### src/rtl/rxDipulsePkg.sv
package rxDipulsePkg;

  // Strobes from control to the grid datapath
  typedef struct packed {
    logic unlock;    // release grid, park phase
    logic lock;      // first pulse: start grid at mid-cell
    logic recentre;  // in-window pulse: pull grid back to mid-cell
  } gridCtrl_t;

endpackage

### src/rtl/rxDipulseDatapath.sv
module rxDipulseDatapath
  import rxDipulsePkg::*;
#(
  parameter int CELL_CLKS   = 8,
  parameter int SYNC_STAGES = 2,
  localparam int PH_W       = $clog2(CELL_CLKS)
) (
  input  logic            clk,
  input  logic            rstN,
  input  logic            rxPulse,
  input  gridCtrl_t       gridCtrl,
  output logic            rxEdge,
  output logic [PH_W-1:0] phase,
  output logic            locked
);

  localparam int HALF = CELL_CLKS / 2;
  localparam logic [PH_W-1:0] PH_LAST  = PH_W'(CELL_CLKS - 1);
  localparam logic [PH_W-1:0] PH_AFTER = PH_W'(HALF + 1);

  // Synchronizer chain plus one history stage for edge detection
  logic [SYNC_STAGES:0] syncQ;

  always_ff @(posedge clk) begin
    if (!rstN) syncQ[0] <= 1'b0;
    else       syncQ[0] <= rxPulse;
  end

  for (genvar i = 1; i <= SYNC_STAGES; i++) begin : g_sync
    always_ff @(posedge clk) begin
      if (!rstN) syncQ[i] <= 1'b0;
      else       syncQ[i] <= syncQ[i-1];
    end
  end

  assign rxEdge = syncQ[SYNC_STAGES-1] & ~syncQ[SYNC_STAGES];

  // Cell grid: phase counter runs only while locked
  always_ff @(posedge clk) begin
    if (!rstN) begin
      locked <= 1'b0;
      phase  <= '0;
    end else if (gridCtrl.unlock) begin
      locked <= 1'b0;
      phase  <= '0;
    end else if (gridCtrl.lock || gridCtrl.recentre) begin
      locked <= 1'b1;
      phase  <= PH_AFTER;
    end else if (locked) begin
      phase <= (phase == PH_LAST) ? '0 : phase + 1'b1;
    end
  end

  // releasing the grid takes effect on the next clock
  a_r9_unlock_clears: assert property (@(posedge clk) disable iff (!rstN)
    gridCtrl.unlock |=> !locked);

  // an idle grid keeps its phase parked
  a_r2_idle_phase: assert property (@(posedge clk) disable iff (!rstN)
    (!locked && !gridCtrl.lock && !gridCtrl.recentre) |=> (phase == '0));

endmodule

### src/rtl/rxDipulseControl.sv
module rxDipulseControl
  import rxDipulsePkg::*;
#(
  parameter int CELL_CLKS = 8,
  parameter int TOL_CLKS  = 2,
  localparam int PH_W     = $clog2(CELL_CLKS)
) (
  input  logic            clk,
  input  logic            rstN,
  input  logic            enable,
  input  logic            rxEdge,
  input  logic            locked,
  input  logic [PH_W-1:0] phase,
  output gridCtrl_t       gridCtrl,
  output logic            bitValid,
  output logic            bitData,
  output logic            pulseErr
);

  localparam int HALF = CELL_CLKS / 2;
  localparam logic [PH_W-1:0] WIN_LO  = PH_W'(HALF - TOL_CLKS);
  localparam logic [PH_W-1:0] WIN_HI  = PH_W'(HALF + TOL_CLKS);
  localparam logic [PH_W-1:0] PH_LAST = PH_W'(CELL_CLKS - 1);

  logic cellBit;
  logic inWin;
  logic cellEnd;
  logic errNow;
  logic edgeLocked;

  always_comb begin
    inWin      = (phase >= WIN_LO) && (phase <= WIN_HI);
    edgeLocked = enable && rxEdge && locked;
    cellEnd    = enable && locked && (phase == PH_LAST);
    errNow     = edgeLocked && !inWin;

    gridCtrl.unlock   = !enable;
    gridCtrl.lock     = enable && rxEdge && !locked;
    gridCtrl.recentre = edgeLocked && inWin && !cellBit;
  end

  always_ff @(posedge clk) begin
    if (!rstN || !enable) begin
      cellBit  <= 1'b0;
      bitValid <= 1'b0;
      bitData  <= 1'b0;
      pulseErr <= 1'b0;
    end else begin
      bitValid <= cellEnd;
      pulseErr <= errNow;
      if (cellEnd) bitData <= cellBit;

      if (gridCtrl.lock)                cellBit <= 1'b1;
      else if (cellEnd)                 cellBit <= 1'b0;
      else if (edgeLocked && inWin)     cellBit <= 1'b1;
    end
  end

  // Checker state: clocks since the previous strobe
  localparam int GAP_MAX = CELL_CLKS + TOL_CLKS + 2;
  localparam int GAP_W   = $clog2(GAP_MAX + 1);

  logic [GAP_W-1:0] gapCnt;
  logic             seenValid;

  always_ff @(posedge clk) begin
    if (!rstN || !enable) begin
      gapCnt    <= '0;
      seenValid <= 1'b0;
    end else if (bitValid) begin
      gapCnt    <= GAP_W'(1);
      seenValid <= 1'b1;
    end else if (gapCnt != GAP_W'(GAP_MAX)) begin
      gapCnt <= gapCnt + 1'b1;
    end
  end

  // one strobe per cell, never back to back
  a_r5_no_back_to_back: assert property (@(posedge clk) disable iff (!rstN)
    bitValid |=> !bitValid);

  // cell length stays within the jitter allowance
  a_r5_gap_bounds: assert property (@(posedge clk) disable iff (!rstN)
    (bitValid && seenValid) |->
      (gapCnt >= GAP_W'(CELL_CLKS - TOL_CLKS)) && (gapCnt <= GAP_W'(CELL_CLKS + TOL_CLKS)));

  // error flag lasts a single clock
  a_r7_err_one_cycle: assert property (@(posedge clk) disable iff (!rstN)
    pulseErr |=> !pulseErr);

  // disabled receiver is silent
  a_r9_quiet_when_disabled: assert property (@(posedge clk) disable iff (!rstN)
    !enable |=> (!bitValid && !pulseErr));

  // no output activity before the grid is locked
  a_r2_unlocked_quiet: assert property (@(posedge clk) disable iff (!rstN)
    !locked |=> (!bitValid && !pulseErr));

endmodule

### src/rtl/rxDipulseSampler.sv
module rxDipulseSampler
  import rxDipulsePkg::*;
#(
  parameter int CELL_CLKS   = 8,
  parameter int TOL_CLKS    = 2,
  parameter int SYNC_STAGES = 2
) (
  input  logic clk,
  input  logic rstN,
  input  logic enable,
  input  logic rxPulse,
  output logic bitValid,
  output logic bitData,
  output logic pulseErr
);

  localparam int PH_W = $clog2(CELL_CLKS);

  gridCtrl_t       gridCtrl;
  logic            rxEdge;
  logic            locked;
  logic [PH_W-1:0] phase;

  rxDipulseDatapath #(
    .CELL_CLKS  (CELL_CLKS),
    .SYNC_STAGES(SYNC_STAGES)
  ) u_datapath (
    .clk     (clk),
    .rstN    (rstN),
    .rxPulse (rxPulse),
    .gridCtrl(gridCtrl),
    .rxEdge  (rxEdge),
    .phase   (phase),
    .locked  (locked)
  );

  rxDipulseControl #(
    .CELL_CLKS(CELL_CLKS),
    .TOL_CLKS (TOL_CLKS)
  ) u_control (
    .clk     (clk),
    .rstN    (rstN),
    .enable  (enable),
    .rxEdge  (rxEdge),
    .locked  (locked),
    .phase   (phase),
    .gridCtrl(gridCtrl),
    .bitValid(bitValid),
    .bitData (bitData),
    .pulseErr(pulseErr)
  );

endmodule

### config.mk
export PLATFORM = sky130hd
export DESIGN_NAME = rxDipulseSampler
export DESIGN_NICKNAME = d
export VERILOG_FILES = /design/src/rtl/rxDipulsePkg.sv /design/src/rtl/rxDipulseDatapath.sv /design/src/rtl/rxDipulseControl.sv /design/src/rtl/rxDipulseSampler.sv
export SDC_FILE = /design/constraint.sdc
export NUM_CORES = 1
export LEC_CHECK = 0
export BUFFER_PORTS_ARGS = -buffer_cell sky130_fd_sc_hd__buf_2
export CORE_AREA = 2 2 39 41
export CTS_BUF_LIST = sky130_fd_sc_hd__clkbuf_4 sky130_fd_sc_hd__clkbuf_8
export CTS_CLUSTER_DIAMETER = 80
export DETAILED_ROUTE_END_ITERATION = 16
export DIE_AREA = 0 0 41 43
export GPL_TIMING_DRIVEN = 0
export PLACE_DENSITY = 0.52
export SYNTH_ARGS = -nofsm -noshare
export SYNTH_HDL_FRONTEND = slang
export SYNTH_SLANG_ARGS = --single-unit
### constraint.sdc
create_clock -name clk -period 1.8 [get_ports clk]
set_input_delay 0.27 -clock clk [delete_from_list [all_inputs] [get_ports clk]]
set_output_delay 0.27 -clock clk [all_outputs]
set_load 0.05 [all_outputs]
==> metrics.md <==
| Metric | Value |
|---|---|
| Rows | `14` |
| Clock Power Share | `39.7%` |
| Fill cells | `153` |
| Global-route wire length before repair | `1.39 mm` |
| TritonRoute pass-1 iters | `4` |
| WL final | `775 µm` |
| Worst-Margin Slew | `0.363 ns` |
| Post-synth ARST share | `0%` |
| TNS Setup | `0 ns` |
| Synth cell types | `22` |
| Antenna Nets Post-Route | `0` |
| # DRC | `0` |
| Outcome | `complete, no violations` |
| GRT Resource Usage Total | `12.0%` |
| Layout Skew | `0.00129 ns` |
| CORE AREA | `0.00138 mm²` |
| Worst EP required | `1.98 ns` |
| Clk sink count | `11` |
| Clock Tree Root | `clkbuf_4` |
| Int Power | `0.357 mW` |
| Worst setup SP type | `flip-flop` |
| Full die area | `0.00176 mm²` |
| Most frequent cells in the layout | `11 x dfxtp_1, 6 x buf_2, 4 x clkbuf_4` |
| IO Pins | `7` |
| Antenna diode count | `0` |
| Max Slew Vio Count | `0` |
| Setup-failing EPs final | `0` |
| Port Buffer Count | `6` |
| Max Root-Sink Buffers | `2` |
| Share of cells above drive strength 1 | `20.0%` |
| CP endpoint kind | `flip-flop` |
| Power share of the sequential group | `56.1%` |
| Area Growth Syn to Fin | `18.4%` |
| Final min period | `1.42 ns` |
| Synth Area per Inst | `9.65 µm²` |
| Syn_nets | `51` |
| CP Cell Sequence | `and3_1, or4b_1, a311oi_1` |
| Via count | `359` |
| Vias in the first global route | `334` |
| Post-synthesis cell count | `45` |
| CP Data Arrival Time | `1.60 ns` |
| Max Freq | `706 MHz` |
| Initial core utilization | `31.4%` |
| Worst r2r dst | `u_datapath.phase[2]$_SDFFE_PN0P_` |
| Reg clk slew, reported paths | `0.07 ns` |
| WHS | `0.213 ns` |
| Yosys reg bits | `11` |
| Seq/Total Area, Yosys | `50.7%` |
| Largest net degree at the start of global routing | `11` |
| Final Wtd Congestion | `0.702` |
| Fin crit share | `78.7%` |
| Worst-path maximum fanout | `4` |
| CP max stage cell | `or4b_1` |
| Hold depth | `2` |
| Die X | `41 µm` |
| Delay-heaviest family, CP | `simple AND/OR/NAND/NOR gates` |
| Switching Share | `20.2%` |
| DPL Wire Length | `563 µm` |
| Comb pwr share | `4.2%` |
| Post-synth EDFFs | `0` |
| Initial antenna violation count | `0` |
| Routed WL per cell | `10.9 µm` |
| Worst stage delay on the critical path | `0.53 ns` |
| Switching power | `0.0901 mW` |
| Commonest non-fill, non-tap cell in the layout | `dfxtp_1` |
| RSZ-0062 raised after global routing | `no` |
| Maxcap violations | `0` |
| Via/cell ratio | `5.06` |
| Initial DRC Count | `6` |
| Worst min-delay path startpoint | `rxPulse` |
| Worst r2r src | `u_datapath.phase[0]$_SDFFE_PN0P_` |
| Top_reg_cell synth | `dfxtp_1` |
| Worst R2R Path Depth | `3` |
| Cell depth of the worst setup path | `3` |
| WHS Endpoint | `u_datapath.syncQ[0]$_SDFF_PN0_` |
| Worst hold-check path type | `in2reg` |
| Lkg Pwr | `0.210 nW` |
| Post-cts resize count | `0` |
| Worst relative slew slack | `75.8%` |
| Post-CTS Setup Inserts | `0` |
| Htree depth | `1` |
| Nets@finish | `62` |
| Crit Path Category | `reg2reg` |
| PwrDens | `869 mW/mm²` |
| Clk Latency, worst-skew pair | `0.26 ns` |
| R2r setup slk | `0.38 ns` |
| Warnings, synthesis | `0` |
| Overall overflow remaining after global route | `0` |
| CTS tree | `done` |
| Cell Area, Synth | `434 µm²` |
| Worst Path Buf+Inv | `0` |
| Die Ht | `43 µm` |
| CTS Buf Count | `3` |
| Final Hold Viols | `0` |
| Max rail drop VDD | `0.333 mV` |
| Hold-fix buffers, CTS | `0` |
-- cell families after synthesis --
logic type,count (synthesis),synth area share (%)
adder cells (fa/ha/maj),2,5.76
buffers and inverters,3,2.59
flip-flops,11,50.7
AND/OR/NAND/NOR,19,25.9
AO/OA/AOI/OAI,10,15.0
-- cells in the mapped netlist, drive strengths merged, types with 2 or more instances --
library cell | n | area [µm²]
nand4 | 2 | 12.5
dfxtp | 11 | 220
nand2 | 3 | 11.3
and3b | 2 | 18.8
o31ai | 2 | 15.0
inv | 2 | 7.51
and2 | 3 | 18.8
o21ai | 2 | 10.0
nor2 | 3 | 11.3
ha | 2 | 25.0
a21oi | 3 | 15.0
-- metrics by stage --
stage               util, %  setup slack (ns)  power [mW]  cells  area [µm²]
floorplan                 -             0.455       0.267     45         434
global placement       35.0             0.361       0.275     67         484
detailed placement     35.0             0.357       0.275     67         484
CTS                    37.2             0.376       0.456     71         514
global route           37.2             0.311       0.474     71         514
finish                 37.2             0.383       0.447     71         514
-- per-layer routing --
metal,GRT usage [%],vias to the layer above,part of all wire [%]
met1,15.7,165,48
met3,4.71,2,4.1
met4,8.00,0,1.5
met5,0,-,0
met2,15.6,10,46
li1,-,182,-
-- registers in the layout, indices dropped and copies added, names as in the netlist --
register and flops:
u_control.bitData 1, u_control.cellBit 1, u_datapath.syncQ 3, u_datapath.phase 3, u_datapath.locked 1, u_control.pulseErr 1
u_control.bitValid 1
-- cell type report --
type	count	area, µm²	share of cell area (%)
clock buffers	4	30.0	5.84
multi-input cells	31	203	39.4
flip-flops and latches	11	220	42.8
repair buffers	6	30.0	5.84
plain buffers	1	3.75	0.730
well taps	16	20.0	3.89
inverters	2	7.51	1.46
-- power by group through the flow --
| stage | clock network (mW) | logic (mW) | registers [mW] |
|---|---|---|---|
| 2_1_floorplan | 0 | 0.0113 | 0.255 |
| 3_3_place_gp | 0 | 0.0185 | 0.256 |
| 3_5_place_dp | 0 | 0.0186 | 0.256 |
| 4_1_cts | 0.186 | 0.0187 | 0.251 |
| 5_1_grt | 0.202 | 0.0213 | 0.251 |
| 6_report | 0.178 | 0.0189 | 0.251 |
-- worst max path at each step --
stage	startpoint	slack (ns)	to
final	u_datapath.phase[0]$_SDFFE_PN0P_	0.38	u_datapath.phase[2]$_SDFFE_PN0P_
after floorplan	u_datapath.phase[0]$_SDFFE_PN0P_	0.45	u_datapath.phase[2]$_SDFFE_PN0P_
after global routing	u_datapath.phase[0]$_SDFFE_PN0P_	0.31	u_datapath.phase[2]$_SDFFE_PN0P_
after detailed placement	enable	0.36	u_datapath.phase[2]$_SDFFE_PN0P_
after global placement	enable	0.36	u_datapath.phase[2]$_SDFFE_PN0P_
after CTS	u_datapath.phase[0]$_SDFFE_PN0P_	0.38	u_datapath.phase[2]$_SDFFE_PN0P_
Power figures use the tool's default switching activity.
